<file path="src/rtl/usb_rptr_pkg.sv">
package usb_rptr_pkg;

  typedef enum logic [2:0] {
    ST_SETTLE = 3'd0,
    ST_DISC   = 3'd1,
    ST_HS     = 3'd2,
    ST_SUSP   = 3'd3,
    ST_RESUME = 3'd4,
    ST_ISOL   = 3'd5,
    ST_FSLS   = 3'd6
  } rptr_state_e;

  typedef struct packed {
    logic sync_en;
    logic sw_en;
    logic hiz;
  } path_sel_t;

  function automatic path_sel_t path_of(rptr_state_e s);
    path_sel_t p;
    p = '0;
    case (s)
      ST_HS:                                   p.sync_en = 1'b1;
      ST_DISC, ST_FSLS, ST_SUSP, ST_RESUME:    p.sw_en   = 1'b1;
      ST_ISOL:                                 p.hiz     = 1'b1;
      default:                                 p = '0;
    endcase
    return p;
  endfunction

endpackage

</file>
<file path="src/rtl/usb_rptr_sync2.sv">
module usb_rptr_sync2 #(
  parameter int W = 1
) (
  input  logic         clk,
  input  logic         clr,
  input  logic [W-1:0] d,
  output logic [W-1:0] q
);

  for (genvar i = 0; i < W; i++) begin : g_bit
    logic [1:0] pipe;
    always_ff @(posedge clk) begin
      if (clr) pipe <= 2'b00;
      else     pipe <= {pipe[0], d[i]};
    end
    assign q[i] = pipe[1];
  end

  // two-stage latency once the pipe has been out of clear for two edges
  assert_sync_latency_R11: assert property (@(posedge clk) disable iff (clr)
    (!$past(clr) && !$past(clr, 2)) |-> (q == $past(d, 2)));

endmodule

</file>
<file path="src/rtl/usb_rptr_timer.sv">
module usb_rptr_timer #(
  parameter int CW = 8
) (
  input  logic          clk,
  input  logic          srst,
  input  logic          clr,
  input  logic          run,
  input  logic [CW-1:0] lim,
  output logic          expire
);

  logic [CW-1:0] cnt;

  assign expire = run && (cnt == lim - 1'b1);

  always_ff @(posedge clk) begin
    if (srst || clr) cnt <= '0;
    else if (run)    cnt <= cnt + 1'b1;
    else             cnt <= '0;
  end

  // the count never reaches the terminal value of the current state
  assert_cnt_below_lim_R6: assert property (@(posedge clk) disable iff (srst)
    cnt < lim);

  // a gap in the qualifying condition restarts the count
  assert_gap_restarts_R7: assert property (@(posedge clk) disable iff (srst)
    (!run) |=> (cnt == '0));

  // an uninterrupted condition advances the count by one
  assert_cnt_step_R9: assert property (@(posedge clk) disable iff (srst)
    (run && !expire && !clr) |=> (cnt == $past(cnt) + 1'b1));

endmodule

</file>
<file path="src/rtl/usb_rptr_fsm.sv">
module usb_rptr_fsm
  import usb_rptr_pkg::*;
#(
  parameter int MS_TICKS = 125000,
  parameter int US_TICKS = 125,
  parameter int CW       = 21
) (
  input  logic          clk,
  input  logic          srst,
  input  logic          en_s,
  input  logic          det_en,
  input  logic          hs_disc,
  input  logic          hs_chirp_done,
  input  logic          line_j,
  input  logic          line_k,
  input  logic          line_se0,
  input  logic          expire,
  output logic          run,
  output logic [CW-1:0] lim,
  output logic          clr,
  output rptr_state_e   state_q,
  output path_sel_t     path_q
);

  localparam logic [CW-1:0] LIM_SETTLE = CW'(10 * MS_TICKS);
  localparam logic [CW-1:0] LIM_3MS    = CW'(3 * MS_TICKS);
  localparam logic [CW-1:0] LIM_SE0    = CW'(5 * US_TICKS);
  localparam logic [CW-1:0] LIM_NONE   = CW'(1);

  rptr_state_e state_d;
  logic        operating;

  assign operating = (state_q != ST_SETTLE) && (state_q != ST_DISC);

  always_comb begin
    state_d = state_q;
    run     = 1'b0;
    lim     = LIM_NONE;
    case (state_q)
      ST_SETTLE: begin run = 1'b1;     lim = LIM_SETTLE; end
      ST_HS:     begin run = line_j;   lim = LIM_3MS;    end
      ST_RESUME: begin run = line_se0; lim = LIM_SE0;    end
      ST_ISOL:   begin run = 1'b1;     lim = LIM_3MS;    end
      default:   ;
    endcase

    if (operating && !en_s) begin
      state_d = ST_DISC;
    end else begin
      case (state_q)
        ST_SETTLE: if (expire)        state_d = ST_DISC;
        ST_DISC:   if (en_s)          state_d = ST_FSLS;
        ST_FSLS:   if (hs_chirp_done) state_d = ST_HS;
        ST_HS: begin
          if (hs_disc)     state_d = det_en ? ST_ISOL : ST_FSLS;
          else if (expire) state_d = ST_SUSP;
        end
        ST_SUSP:   if (line_k)        state_d = ST_RESUME;
        ST_RESUME: if (expire)        state_d = ST_HS;
        ST_ISOL:   if (expire)        state_d = ST_FSLS;
        default:                      state_d = ST_SETTLE;
      endcase
    end
  end

  assign clr = (state_d != state_q);

  always_ff @(posedge clk) begin
    if (srst) begin
      state_q <= ST_SETTLE;
      path_q  <= '0;
    end else begin
      state_q <= state_d;
      path_q  <= path_of(state_d);
    end
  end

  // the two signal paths are mutually exclusive
  assert_paths_exclusive_R12: assert property (@(posedge clk) disable iff (srst)
    !(path_q.sync_en && path_q.sw_en));

  // floating only during isolation
  assert_hiz_only_isol_R12: assert property (@(posedge clk) disable iff (srst)
    path_q.hiz |-> (state_q == ST_ISOL));

  // enable low wins from every operating state
  assert_enable_low_wins_R10: assert property (@(posedge clk) disable iff (srst)
    (operating && !en_s) |=> (state_q == ST_DISC));

  // disconnected state is held while enable stays low
  assert_disc_hold_R2: assert property (@(posedge clk) disable iff (srst)
    (state_q == ST_DISC && !en_s) |=> (state_q == ST_DISC));

  // direct fall-back when isolation is not selected
  assert_detach_direct_R4: assert property (@(posedge clk) disable iff (srst)
    (state_q == ST_HS && en_s && hs_disc && !det_en) |=> (state_q == ST_FSLS && path_q.sw_en));

  // isolation when selected, external port floating
  assert_detach_isol_R5: assert property (@(posedge clk) disable iff (srst)
    (state_q == ST_HS && en_s && hs_disc && det_en) |=> (state_q == ST_ISOL && path_q.hiz));

  // K in suspend starts resume
  assert_k_resume_R8: assert property (@(posedge clk) disable iff (srst)
    (state_q == ST_SUSP && en_s && line_k) |=> (state_q == ST_RESUME));

endmodule

</file>
<file path="src/rtl/usb_rptr_pathctl.sv">
module usb_rptr_pathctl
  import usb_rptr_pkg::*;
#(
  parameter int MS_TICKS = 125000,
  parameter int US_TICKS = 125
) (
  input  logic       clk,
  input  logic       rst_n,
  input  logic       enable,
  input  logic       det_en,
  input  logic       hs_disc,
  input  logic       hs_chirp_done,
  input  logic       line_j,
  input  logic       line_k,
  input  logic       line_se0,
  output logic [2:0] state_code,
  output logic       sync_en,
  output logic       bus_sw_en,
  output logic       ext_hiz
);

  localparam int MAX_TC = (10 * MS_TICKS > 5 * US_TICKS) ? 10 * MS_TICKS : 5 * US_TICKS;
  localparam int CW     = $clog2(MAX_TC + 1);

  // Reset request resynchronizer; powers up asserting reset.
  logic [1:0] rst_pipe = 2'b00;
  logic       srst;

  always_ff @(posedge clk) rst_pipe <= {rst_pipe[0], rst_n};
  assign srst = ~rst_pipe[1];

  logic          en_s;
  logic          run, clr, expire;
  logic [CW-1:0] lim;
  rptr_state_e   state_q;
  path_sel_t     path_q;

  usb_rptr_sync2 #(.W(1)) u_en_sync (
    .clk (clk),
    .clr (srst),
    .d   (enable),
    .q   (en_s)
  );

  usb_rptr_timer #(.CW(CW)) u_timer (
    .clk    (clk),
    .srst   (srst),
    .clr    (clr),
    .run    (run),
    .lim    (lim),
    .expire (expire)
  );

  usb_rptr_fsm #(
    .MS_TICKS (MS_TICKS),
    .US_TICKS (US_TICKS),
    .CW       (CW)
  ) u_fsm (
    .clk           (clk),
    .srst          (srst),
    .en_s          (en_s),
    .det_en        (det_en),
    .hs_disc       (hs_disc),
    .hs_chirp_done (hs_chirp_done),
    .line_j        (line_j),
    .line_k        (line_k),
    .line_se0      (line_se0),
    .expire        (expire),
    .run           (run),
    .lim           (lim),
    .clr           (clr),
    .state_q       (state_q),
    .path_q        (path_q)
  );

  assign state_code = state_q;
  assign sync_en    = path_q.sync_en;
  assign bus_sw_en  = path_q.sw_en;
  assign ext_hiz    = path_q.hiz;

  // settle state drives nothing
  assert_settle_quiet_R1: assert property (@(posedge clk) disable iff (srst)
    (state_code == 3'd0) |-> !(sync_en || bus_sw_en || ext_hiz));

endmodule

</file>
<file path="config.mk">
export PLATFORM = sky130hd
export DESIGN_NAME = usb_rptr_pathctl
export DESIGN_NICKNAME = d
export VERILOG_FILES = /design/src/rtl/usb_rptr_pkg.sv /design/src/rtl/usb_rptr_sync2.sv /design/src/rtl/usb_rptr_timer.sv /design/src/rtl/usb_rptr_fsm.sv /design/src/rtl/usb_rptr_pathctl.sv
export SDC_FILE = /design/constraint.sdc
export NUM_CORES = 1
export LEC_CHECK = 0
export BUFFER_PORTS_ARGS = -buffer_cell sky130_fd_sc_hd__buf_2
export CAP_MARGIN = 20
export CELL_PAD_IN_SITES_DETAIL_PLACEMENT = 1
export CELL_PAD_IN_SITES_GLOBAL_PLACEMENT = 2
export CORE_ASPECT_RATIO = 1.75
export CORE_UTILIZATION = 40
export CTS_BUF_LIST = sky130_fd_sc_hd__clkbuf_4
export CTS_CLUSTER_DIAMETER = 120
export CTS_CLUSTER_SIZE = 8
export DETAILED_ROUTE_END_ITERATION = 8
export GPL_ROUTABILITY_DRIVEN = 0
export PLACE_DENSITY = 0.89
export SETUP_SLACK_MARGIN = 0.4
export SYNTH_ARGS = -nofsm -noshare
export SYNTH_HDL_FRONTEND = slang
export SYNTH_SLANG_ARGS = --single-unit
</file>
<file path="constraint.sdc">
create_clock -name clk -period 4.7 [get_ports clk]
set_input_delay 0.235 -clock clk [delete_from_list [all_inputs] [get_ports clk]]
set_output_delay 0.235 -clock clk [all_outputs]
set_load 0.01 [all_outputs]
</file>
==> flow_summary.rst <==
.. list-table::
   :header-rows: 1

   * - Metric
     - Value
   * - Avg Vias per Cell
     - 5.633
   * - Number of inserted diodes
     - 0
   * - Count of clock tree sinks
     - 31
   * - CTS tree
     - yes
   * - Die Wd
     - around 53 um
   * - First-pass GRT wire length
     - 7355 um
   * - Share of Yosys cell area claimed by the top area cell type
     - 34.25%
   * - Critical path arrival
     - 3950 ps
   * - Type of the most critical hold path
     - primary input to register
   * - Iteration-0 DRC Markers
     - 24
   * - Worst path setup slack after routing
     - slightly above 900 ps
   * - Die Outline Area
     - about 4800 um^2
   * - Average routed wire per standard cell
     - 15.49 um
   * - Placed Cells
     - 274
   * - Number of violations of the max-capacitance limit
     - 0
   * - Effective utilization at floorplan
     - 41.51%
   * - H-Tree Level Count
     - 2
   * - Number of I/O port buffers
     - 14
   * - Unrepaired setup endpoints after global routing
     - false
   * - Final clock period utilization by the worst path
     - between 80% and 90%
   * - Setup TNS
     - 0 ps
   * - Overflow after GRT
     - 0
   * - Worst slew margin relative to its limit
     - 36.91%
   * - Total number of vias
     - 1,594
   * - Clock-pin slew on the worst setup and hold paths
     - ~110 ps
   * - Sequential cell area fraction in the yosys report
     - 34.25%
   * - LEAKAGE
     - around 0.76 nW
   * - CTS-repair resized insts
     - 0
   * - Layout Nets
     - 242
   * - Cell taking the most area after synthesis
     - dfxtp_1
   * - Total routing resource utilization after global routing
     - 20.66%
   * - Sequential power share
     - 54.7%
   * - Fraction of layout cells with a size suffix above 1
     - 15.09%
   * - Average cell area after synthesis
     - around 8.3 um^2
   * - Net Sw Frac
     - roughly 22%
   * - Critical Path RT
     - 4880 ps
   * - Worst hold slack
     - a little over 100 ps
   * - Cell Count, Final, Fillers Out
     - ~280
   * - Number of global-route vias before repair
     - between 1,500 and 2,000
   * - Kind of start point of the critical path
     - register
   * - DP HPWL
     - between 3000 and 4000 um
   * - Peak supply drop
     - 0.1934 mV
   * - Post-synth EDFFs
     - 0
   * - Run status
     - complete, no violations
   * - Worst setup timing slack at the placement stage
     - 923.8 ps
   * - Internal cell power
     - 0.3858 mW
   * - Number of cell rows
     - 32
   * - Critical path class
     - register to register
   * - Post-placement cell area
     - about 1900 um^2
   * - Netlist Area Pre-Place
     - between 1500 and 2000 um^2
   * - Switching component of the power
     - 0.1100 mW
   * - Final core area utilization
     - about 45%
   * - # IOs
     - 15
   * - Number of buffers created by CTS
     - 5
   * - Total power divided by cell area
     - 250.5 nW/um^2
   * - Max Clk Rate
     - 0.2652 GHz
   * - Initial antenna violation count
     - 0
   * - Sum of routed wire length over all layers
     - 4383 um
   * - Worst Clk Skew
     - 15.79 ps
   * - Number of DRC violations after detailed routing
     - 0
   * - Final hold viol count
     - 0
   * - Synth async-reset ratio
     - 0%
   * - Largest net degree at the start of global routing
     - 27
   * - Number of instances in the synthesized netlist
     - approximately 220
   * - Final critical path time including I/O delays and setup
     - 3771 ps
   * - Total core area
     - 4364 um^2
   * - Most numerous cell types in the synthesized netlist
     - dfxtp_1, nor2_1, nand2_1
   * - Max FO, Critical Path
     - 26
   * - Area delta synth->final
     - 9.254%
   * - Part of the total power dissipated in combinational logic
     - 3.3%
   * - Synth top area cells
     - dfxtp_1, nor2_1, xnor2_1
   * - Total of endpoints with negative setup slack in the final report
     - 0
   * - Critical Path Sink Type
     - register
   * - Number of detailed-route iterations in the first pass
     - 4
   * - Post-route cell area
     - 1979 um^2
   * - Synth unique cells
     - 56
   * - Clock network latency to the later pin of the worst-skew pair
     - 330 ps
   * - Die Y
     - 91.03 um
   * - Most used DFF post-synth
     - dfxtp_1
   * - Total design power
     - 0.4958 mW
   * - Synthesized net count
     - 229
   * - Total of flip-flops plus latches after synthesis
     - 31
   * - Worst Max-Slew Pin Slew
     - 943.6 ps
   * - Max Slew Vio Count
     - 0
   * - Clock tree buffer depth
     - 2
   * - Filler Cell Count
     - between 500 and 600
   * - Clock network power share
     - 42.0%
   * - Yosys warning count
     - 0
   * - Antenna Nets Post-Route
     - 0
   * - Clock tree root driver cell
     - clkbuf_4
## cells by family (layout without fill, tap and decap cells)
logic type                 after synthesis  after routing  share of synthesized area, %
and+or+nand+nor                        110            110                         32.94
AOI/OAI and AO/OA                       34             34                         14.50
DFF                                     31             31                         34.25
xor gates and xnor gates                21             21                         10.15
buffers and inverters                   17             31                         5.041
muxes                                    3              3                         1.727
adders and majority gates                2              2                         1.381
## critical path, stage by stage (launching register included)
cell       delay [ps]
dfxtp_1           860
nor3b_1           410
nor2_1             80
ha_1              200
xnor2_1           140
nor4_2            340
o2111ai_1         210
nor4_2            310
o221ai_2          170
o211ai_2          760
nor2_1            110
## sequential cells by signal, indices dropped and copies added (netlist names)
name / cells
rst_pipe: 2
u_en_sync.g_bit.pipe: 2
u_fsm.path_q: 3
u_fsm.state_q: 3
u_timer.cnt: 21
## layer usage
metal	up-vias	track usage [%]	share of wire [%]
li1	791	-	-
met1	776	21.23	39
met2	17	37.87	56
met3	10	3.518	1.7
met4	0	9.649	2.9
met5	-	0	0
## final timing paths
path,start,endpoint,slack [ps],cells past startpoint
min reg2reg,rst_pipe[0]$_DFF_P_,rst_pipe[1]$_DFF_P_,350,0
min,enable,u_en_sync.g_bit[0].pipe[0]$_SDFF_PN0_,100,2
max reg2reg,u_fsm.state_q[1]$_SDFF_PN0_,u_timer.cnt[19]$_SDFF_PP0_,930,10
max,u_fsm.state_q[1]$_SDFF_PN0_,u_timer.cnt[19]$_SDFF_PP0_,930,10
## repair_timing
item,in CTS,in global routing
endpoints found under the hold margin,0,1
buffers inserted,0,0
hold buffers,0,1
## cell type report
cell class,count,area (um^2),share of cell area [%]
multi-input cells,170,1100,55.56
clock buffers,5,37.54,1.896
inverters,7,26.28,1.327
repair buffers,16,87.58,4.425
clock inverters,3,43.79,2.212
well taps,51,63.81,3.224
flip-flops and latches,31,620.6,31.35
## power by group through the flow
stage | Combinational, mW | Clock [mW] | Sequential [mW]
3_5_place_dp | 0.0160 | 0 | 0.277
5_1_grt | 0.0185 | 0.230 | 0.272
6_report | 0.0163 | 0.208 | 0.271
2_1_floorplan | 0.0115 | 0 | 0.275
4_1_cts | 0.0161 | 0.216 | 0.271
3_3_place_gp | 0.0155 | 0 | 0.277
## cells in the final DEF, fill, tap and decap left out, drive strengths merged, types with 4 or more instances in the layout
master / instances
and3: 10
inv: 7
dfxtp: 31
clkbuf: 5
nor3: 5
nor2: 32
a21oi: 5
nand2: 20
buf: 15
nor4: 4
xor2: 9
xnor2: 12
o21ai: 9
nand3: 12
and2: 5
No activity file was read; power rests on OpenSTA's default activity.
